[src/rtl/bbts_pkg.sv]
package bbts_pkg;
  typedef enum logic {
    ST_IDLE = 1'b0,
    ST_WAIT = 1'b1
  } seq_state_e;
endpackage

[src/rtl/bbts_pick.sv]
// Lowest set bit of mask_i at or above start_i.
module bbts_pick #(
  parameter int unsigned NUM_CH = 4,
  localparam int unsigned IDX_W = $clog2(NUM_CH)
) (
  input  logic [NUM_CH-1:0] mask_i,
  input  logic [IDX_W:0]    start_i,
  output logic              found_o,
  output logic [IDX_W-1:0]  idx_o
);
  always_comb begin
    found_o = 1'b0;
    idx_o   = '0;
    for (int i = NUM_CH - 1; i >= 0; i--) begin
      if (mask_i[i] && (i >= int'(start_i))) begin
        found_o = 1'b1;
        idx_o   = IDX_W'(i);
      end
    end
  end
endmodule

[src/rtl/bbts_onehot.sv]
module bbts_onehot #(
  parameter int unsigned NUM_CH = 4,
  localparam int unsigned IDX_W = $clog2(NUM_CH)
) (
  input  logic              en_i,
  input  logic [IDX_W-1:0]  idx_i,
  output logic [NUM_CH-1:0] vec_o
);
  for (genvar k = 0; k < NUM_CH; k++) begin : g_bit
    assign vec_o[k] = en_i && (idx_i == IDX_W'(k));
  end
endmodule

[src/rtl/bbts_ctrl.sv]
module bbts_ctrl
  import bbts_pkg::*;
#(
  parameter int unsigned NUM_CH = 4,
  localparam int unsigned IDX_W = $clog2(NUM_CH)
) (
  input  logic              clk_i,
  input  logic              rst_ni,
  input  logic              sw_trig_i,
  input  logic [NUM_CH-1:0] ch_en_i,
  input  logic              adc_ack_i,
  output logic              fire_o,
  output logic [IDX_W-1:0]  cur_o,
  output logic              done_o,
  output logic              err_o
);
  seq_state_e          state_q, state_d;
  logic [NUM_CH-1:0]   mask_q, mask_d;
  logic [IDX_W-1:0]    cur_q, cur_d;
  logic                fire_q, fire_d;
  logic                done_q, done_d;
  logic                err_q, err_d;

  logic [NUM_CH-1:0]   sel_mask;
  logic [IDX_W:0]      sel_start;
  logic                sel_found;
  logic [IDX_W-1:0]    sel_idx;
  logic                go, step;

  assign go        = (state_q == ST_IDLE) && sw_trig_i;
  assign step      = (state_q == ST_WAIT) && adc_ack_i;
  assign sel_mask  = (state_q == ST_IDLE) ? ch_en_i : mask_q;
  assign sel_start = (state_q == ST_IDLE) ? '0 : ({1'b0, cur_q} + 1'b1);

  bbts_pick #(.NUM_CH(NUM_CH)) pick_i (
    .mask_i  (sel_mask),
    .start_i (sel_start),
    .found_o (sel_found),
    .idx_o   (sel_idx)
  );

  always_comb begin
    state_d = state_q;
    mask_d  = mask_q;
    cur_d   = cur_q;
    fire_d  = 1'b0;
    done_d  = 1'b0;
    err_d   = err_q | ((state_q == ST_WAIT) && sw_trig_i);
    if (go) mask_d = ch_en_i;
    if (go || step) begin
      if (sel_found) begin
        fire_d  = 1'b1;
        cur_d   = sel_idx;
        state_d = ST_WAIT;
      end else begin
        done_d  = 1'b1;
        state_d = ST_IDLE;
      end
    end
  end

  always_ff @(posedge clk_i or negedge rst_ni) begin
    if (!rst_ni) begin
      state_q <= ST_IDLE;
      mask_q  <= '0;
      cur_q   <= '0;
      fire_q  <= 1'b0;
      done_q  <= 1'b0;
      err_q   <= 1'b0;
    end else begin
      state_q <= state_d;
      mask_q  <= mask_d;
      cur_q   <= cur_d;
      fire_q  <= fire_d;
      done_q  <= done_d;
      err_q   <= err_d;
    end
  end

  assign fire_o = fire_q;
  assign cur_o  = cur_q;
  assign done_o = done_q;
  assign err_o  = err_q;
endmodule

[src/rtl/bb_trig_seq.sv]
module bb_trig_seq #(
  parameter int unsigned NUM_CH = 4,
  localparam int unsigned IDX_W = $clog2(NUM_CH)
) (
  input  logic              clk_i,
  input  logic              rst_ni,
  input  logic              sw_trig_i,
  input  logic [NUM_CH-1:0] ch_en_i,
  input  logic              adc_ack_i,
  output logic [NUM_CH-1:0] pretrig_o,
  output logic [IDX_W-1:0]  ch_idx_o,
  output logic              done_o,
  output logic              ovr_err_o
);
  logic fire;

  bbts_ctrl #(.NUM_CH(NUM_CH)) ctrl_i (
    .clk_i     (clk_i),
    .rst_ni    (rst_ni),
    .sw_trig_i (sw_trig_i),
    .ch_en_i   (ch_en_i),
    .adc_ack_i (adc_ack_i),
    .fire_o    (fire),
    .cur_o     (ch_idx_o),
    .done_o    (done_o),
    .err_o     (ovr_err_o)
  );

  bbts_onehot #(.NUM_CH(NUM_CH)) dec_i (
    .en_i  (fire),
    .idx_i (ch_idx_o),
    .vec_o (pretrig_o)
  );
endmodule

[config.mk]
export PLATFORM = sky130hd
export DESIGN_NAME = bb_trig_seq
export DESIGN_NICKNAME = d
export VERILOG_FILES = /design/src/rtl/bbts_pkg.sv /design/src/rtl/bbts_pick.sv /design/src/rtl/bbts_onehot.sv /design/src/rtl/bbts_ctrl.sv /design/src/rtl/bb_trig_seq.sv
export SDC_FILE = /design/constraint.sdc
export NUM_CORES = 1
export LEC_CHECK = 0
export ABC_AREA = 1
export BUFFER_PORTS_ARGS = -buffer_cell sky130_fd_sc_hd__buf_4
export CAP_MARGIN = 20
export CORE_AREA = 2 2 39 41
export DETAILED_ROUTE_END_ITERATION = 6
export DIE_AREA = 0 0 41 43
export GPL_TIMING_DRIVEN = 0
export PLACE_DENSITY = 0.75
export SLEW_MARGIN = 20
export SYNTH_ARGS = -nofsm -noshare
export SYNTH_HDL_FRONTEND = slang
export SYNTH_SLANG_ARGS = --single-unit
export TNS_END_PERCENT = 30
[constraint.sdc]
create_clock -name clk_i -period 4 [get_ports clk_i]
set_input_delay 0.8 -clock clk_i [delete_from_list [all_inputs] [get_ports clk_i]]
set_output_delay 0.8 -clock clk_i [all_outputs]
set_load 0.01 [all_outputs]
==> results.toml, run 1 <==
[cells_and_area]
antenna_cells = 0
multi_input_area_um2 = 280
finalNetCount = 117
layout-drive-gt1-share = 0.252
fillers = 141
design_area_um2 = 768
fin_cells = 119
seq_area_um2 = 250
syn2layout_area_growth_pct = 25.3
final_core_util = 0.555

[run]
drv_cap = 0

[worst_setup_path]
crit_arrival_ns = 1.26
worstPathMaxFanout = 6
regToRegSetupSlack_ns = 2.24
startpoint_type = "flip-flop"
reg2reg_from = "ctrl_i.cur_o[0]"
worstPathRequired_ns = 3.20
worstSetupStartpoint = "ctrl_i.cur_o[0]"
end_kind = "primary output"
critPathMostFrequentCell = "inv_1"
crit_chain = "inv_1, ha_1, nand2_1, inv_1, buf_4"
crit_path_max_incr_delay_ns = 0.45
path_class = "flip-flop to primary output"
crit_slowest_cell = "dfrtp_1"

[global_route]
antenna_found_initial = 0
grt_pass1_wl_um = 1750
grt.overflow.total = 0
grt_max_degree = 11
grt_pass1_vias = 471
track_usage = 0.152

[run_status]
status = "complete, no violations"

[sta]
rsz0062_at_grt = "false"
setup_viol = 0
worst_pin_slew_ns = 0.270
fmax_mhz = 484
hold_ws_ns = 0.359
setup_tns_ns = 0
relSlewSlack = 0.820
hold_violations = 0
slew_violations = 0
fin_crit_sh = 0.516
post-route-min-period_ns = 2.06
skew_ns = 0.00447

[synthesis]
synth-seq-cells = 10
yosysSeqAreaShare = 0.408
ys_types = 15
ys_top_cells_by_count = "nand2_1 (30), inv_1 (18), dfrtp_1 (10)"
synth_top_area_frac = 0.408
synth.most_common_cell = "nand2_1"
synthCells = 85
synth-main-ff-cell = "dfrtp_1"
synth_area_leaders = "dfrtp_1 (41%), nand2_1 (18%), inv_1 (11%)"
syn_avg_cell_area_um2 = 7.21
async_reset_ff_frac = 1.00
synth_area_um2 = 613
yosysWarnings = 0
synth_edf_count = 0
synth_area_leader_cell = "dfrtp_1"
syn_nets = 97

[clocking]
post_cts_buffers = 0
clk_pin_slew_ns = 0.06
cts_tree = "done"
insertion_delay_ns = 0.26
cts_hold_buf = 0
htreeDepth = 1
clk_root_buffer_cell = "clkbuf_4"
cts.sinks = 10
cts_max_path_buffers = 2
cts-resized-gates = 0
cts_inserted_buffers = 3

[power]
power.density_nw_per_um2 = 726
p_leak_nw = 0.468
ir_drop_v = 0.000315

[drt]
drtPass1Iterations = 4
vias_per_cell = 4.52
wl_per_cell_um = 9.13
dr.first_iter.drc_count = 5
antenna_left = 0
drc = 0
routed_wirelength_um = 1090
vias = 538

[floorplan]
io_pins = 16
rows = 14
die_area_um2 = 1760
die_w_um = 41
start_util = 0.443
die_h_um = 43
core-area_um2 = 1380

[placed_design]
post-dp-hpwl_um = 855
placed_area_um2 = 746
place_inst = 116
port_buffers = 15
gp_congestion = 0.769

[worst_hold_path]
holdCritPathClass = "primary input to asynchronous set/reset pin"
[critical path, delay by kind of cell, from the launching register on]
kind,cells,cell delay [ns]
simple gates,1,0.06
flops,1,0.45
fa+ha+maj,1,0.21
buf+inv,3,0.29
[state kept, by name, indices dropped and copies added, names as in the netlist]
name / flops
ctrl_i.mask_q: 4
ctrl_i.err_o: 1
ctrl_i.done_o: 1
ctrl_i.cur_o: 2
ctrl_i.fire_o: 1
ctrl_i.state_q: 1
[per-layer routing]
metal | GRT usage | share of wire | vias to the layer above
li1 | - | - | 289
met5 | 0 | 0 | -
met3 | 0.0314 | 0.045 | 2
met2 | 0.228 | 0.51 | 12
met1 | 0.174 | 0.43 | 235
met4 | 0.127 | 0.011 | 0
[cell type report]
| cell class | count | area share |
|---|---|---|
| plain buffers | 1 | 0.0147 |
| clock buffers | 3 | 0.0293 |
| inverters | 19 | 0.0928 |
| multi-input cells | 55 | 0.365 |
| flip-flops and latches | 10 | 0.326 |
| well taps | 16 | 0.0261 |
| repair buffers | 15 | 0.147 |
[logic make-up (layout without fill, tap and decap cells)]
group                    count (synthesis)  after routing  synth area share
adder cells (fa/ha/maj)                  4              4            0.0816
flip-flops                              10             10             0.408
buffers and inverters                   20             38             0.135
AND/OR/NAND/NOR                         42             42             0.298
AO/OA/AOI/OAI                            9              9            0.0776
[final timing paths]
kind                               endpoint  depth (start not counted)
setup / recovery               pretrig_o[2]                          5
hold / removal             ctrl_i.mask_q[0]                          1
setup reg to reg            ctrl_i.cur_o[0]                         10
hold reg to reg            ctrl_i.mask_q[1]                          2
max in group asynchronous   ctrl_i.cur_o[0]                          1
min in group clk_i         ctrl_i.mask_q[1]                          2
[power breakdown]
group	total (mW)	switching [mW]	internal, mW
Clock	0.0644	0.0299	0.0345
Sequential	0.176	0.0318	0.145
Combinational	0.317	0.188	0.128
[metrics by stage]
stage                     worst slack, ns  total power, mW
after floorplan                      2.35            0.407
after global placement               2.23            0.485
after detailed placement             2.18            0.494
after CTS                            1.90            0.564
after global routing                 1.86            0.613
final                                1.94            0.557
[cell usage in the layout (no fill, tap or decap), types with 2 or more instances in the layout]
cell type,instances
clkbuf_4,3
buf_4,15
o21ai_1,2
nand2_1,30
inv_1,18
a21oi_1,2
nand3_1,3
dfrtp_1,10
nand2_2,4
ha_1,4
nor2_2,2
nor2_1,2
o21ai_0,4
(Power assumes the default switching activity.)
==> run 2, diff against run 1 <==
--- a/config.mk
+++ b/config.mk
@@ -8,9 +8,9 @@
 export ABC_AREA = 1
 export BUFFER_PORTS_ARGS = -buffer_cell sky130_fd_sc_hd__buf_4
 export CAP_MARGIN = 20
-export CORE_AREA = 2 2 39 41
+export CORE_MARGIN = 2
+export CORE_UTILIZATION = 44
 export DETAILED_ROUTE_END_ITERATION = 6
-export DIE_AREA = 0 0 41 43
 export GPL_TIMING_DRIVEN = 0
 export PLACE_DENSITY = 0.75
 export SLEW_MARGIN = 20
==> constraint.sdc (replaced) <==
create_clock -name clk_i -period 1.8 [get_ports clk_i]
set_input_delay 0.36 -clock clk_i [delete_from_list [all_inputs] [get_ports clk_i]]
set_output_delay 0.36 -clock clk_i [all_outputs]
set_load 0.01 [all_outputs]
==> run 2 against run 1 <==
Register-to-register slack lost 2.1 ns. Sequential share of layout area decreased by 0.82 points. Sequential power grew 120%. Largest power group unchanged. Power is 130% higher. Non-clock buffer count rose by 1. Via count rose by 0.74%. Largest cell class unchanged. Clock-buffer cell count is 1 higher.
==> results.toml, run 2 (synthesis gave the netlist of run 1 again) <==
[run_status]
status = "complete, no violations"

[clocking]
cts_inserted_buffers = 3
cts_max_path_buffers = 2
insertion_delay_ns = 0.26
cts_tree = "done"
cts.sinks = 10
htreeDepth = 1
post_cts_buffers = 0
clk_pin_slew_ns = 0.07
clk_root_buffer_cell = "clkbuf_4"

[drt]
drc = 0
vias = 542
wl_per_cell_um = 9.03
dr.first_iter.drc_count = 5
vias_per_cell = 4.52
antenna_left = 0
drtPass1Iterations = 2
routed_wirelength_um = 1080

[run]
drv_cap = 0

[cells_and_area]
regMostFlops = "ctrl_i.mask_q"
syn2layout_area_growth_pct = 29.2
largest_reg_flops = 4
finalNetCount = 118
final_cell_mix = "nand2_1 (30), inv_1 (18), buf_4 (15)"
antenna_cells = 0
layout-drive-gt1-share = 0.267
final_common_cell = "nand2_1"

[worst_setup_path]
startpoint_type = "flip-flop"
reg2reg_from = "ctrl_i.cur_o[0]"
crit_arrival_ns = 1.83
crit_slowest_cell = "dfrtp_2"
path_class = "flip-flop to flip-flop"
worstSetupStartpoint = "ctrl_i.cur_o[0]"
critPathMostFrequentCell = "nand2_1"
worstPathRequired_ns = 1.96
crit_path_max_incr_delay_ns = 0.42
crit_chain = "inv_1, ha_1, o21ai_1, nand3_1, nand2_1, inv_1, nand2_2, nand2_2, nand2_1, nand2_1"
reg2reg_depth = 10
end_kind = "flip-flop"
worstPathMaxFanout = 6

[power]
ir_drop_v = 0.000871
power.density_nw_per_um2 = 1630
total_power_mw = 1.29
p_leak_nw = 0.478

[sta]
hold_violations = 0
fin_crit_sh = 0.931
worst_pin_slew_ns = 0.266
slew_violations = 0
skew_ns = 0.00309
setup_tns_ns = 0
relSlewSlack = 0.822
post-route-min-period_ns = 1.68
fmax_mhz = 597
rsz0062_at_grt = "false"
setup_viol = 0

[floorplan]
rows = 13
core-area_um2 = 1300
io_pins = 16
start_util = 0.471
die_h_um = 41.3
die_area_um2 = 1710
die_w_um = 41.3

[global_route]
track_usage = 0.163
grt.overflow.total = 0
antenna_found_initial = 0
grt_max_degree = 11
grt_pass1_vias = 466
grt_pass1_wl_um = 1810

[placed_design]
post-dp-hpwl_um = 876
gp_congestion = 0.772
port_buffers = 15

[worst_hold_path]
holdCritPathClass = "primary input to flip-flop"
hp-start = "adc_ack_i"
whs_path_depth = 2
-- run 2: final timing paths --
check | end | slack (ns)
setup / recovery | ctrl_i.cur_o[0] | 0.12
hold / removal | ctrl_i.state_q | 0.29
setup reg to reg | ctrl_i.cur_o[0] | 0.12
hold reg to reg | ctrl_i.mask_q[1] | 0.48
max in group asynchronous | ctrl_i.cur_o[0] | 1.19
min in group asynchronous | ctrl_i.mask_q[1] | 0.45
-- run 2: final cells by class --
class                   count  area [µm²]
flip-flops and latches     10         251
clock buffers               4        36.3
plain buffers               1        11.3
fillers                   125         509
well taps                  15        18.8
inverters                  19        71.3
repair buffers             16         123
multi-input cells          55         280
-- run 2: report_power, final --
group	switching (mW)	leakage (nW)	internal (mW)
logic	0.411	0.337	0.287
registers	0.0715	0.120	0.323
clock network	0.0794	0.0210	0.123
total	0.562	0.478	0.733
-- run 2: timing repair --
action | CTS | global route
gates resized for setup | 0 | 1
hold buffers | 1 | 0
endpoints found under the setup margin | 0 | 3
endpoints found under the hold margin | 10 | 0
-- run 2: stage by stage --
step                      hold slack [ns]   util  cells  setup slack (ns)  area, µm²
after floorplan                    0.0644      -     85             0.216        613
after global placement              0.194  0.572    115             0.103        744
after detailed placement            0.197  0.572    115            0.0844        744
after CTS                           0.285  0.608    120            0.0667        791
after global routing                0.311  0.609    120            0.0181        792
final                               0.288  0.609    120             0.124        792
-- run 2: per-layer routing --
metal,routed length (µm),vias to the layer above,part of all wire,GRT usage
met5,0,-,0,0
met2,514,12,0.47,0.266
met4,22,0,0.020,0.0968
met1,498,233,0.46,0.210
met3,49,4,0.045,0.0160
li1,-,293,-,-
-- run 2: critical path: cells and delay by family (launching register included) --
| family | cells | cell delay (ns) |
|---|---|---|
| buffers and inverters | 2 | 0.16 |
| and+or+nand+nor | 6 | 0.47 |
| DFF | 1 | 0.42 |
| AOI/OAI and AO/OA | 1 | 0.19 |
| adders and majority gates | 1 | 0.33 |
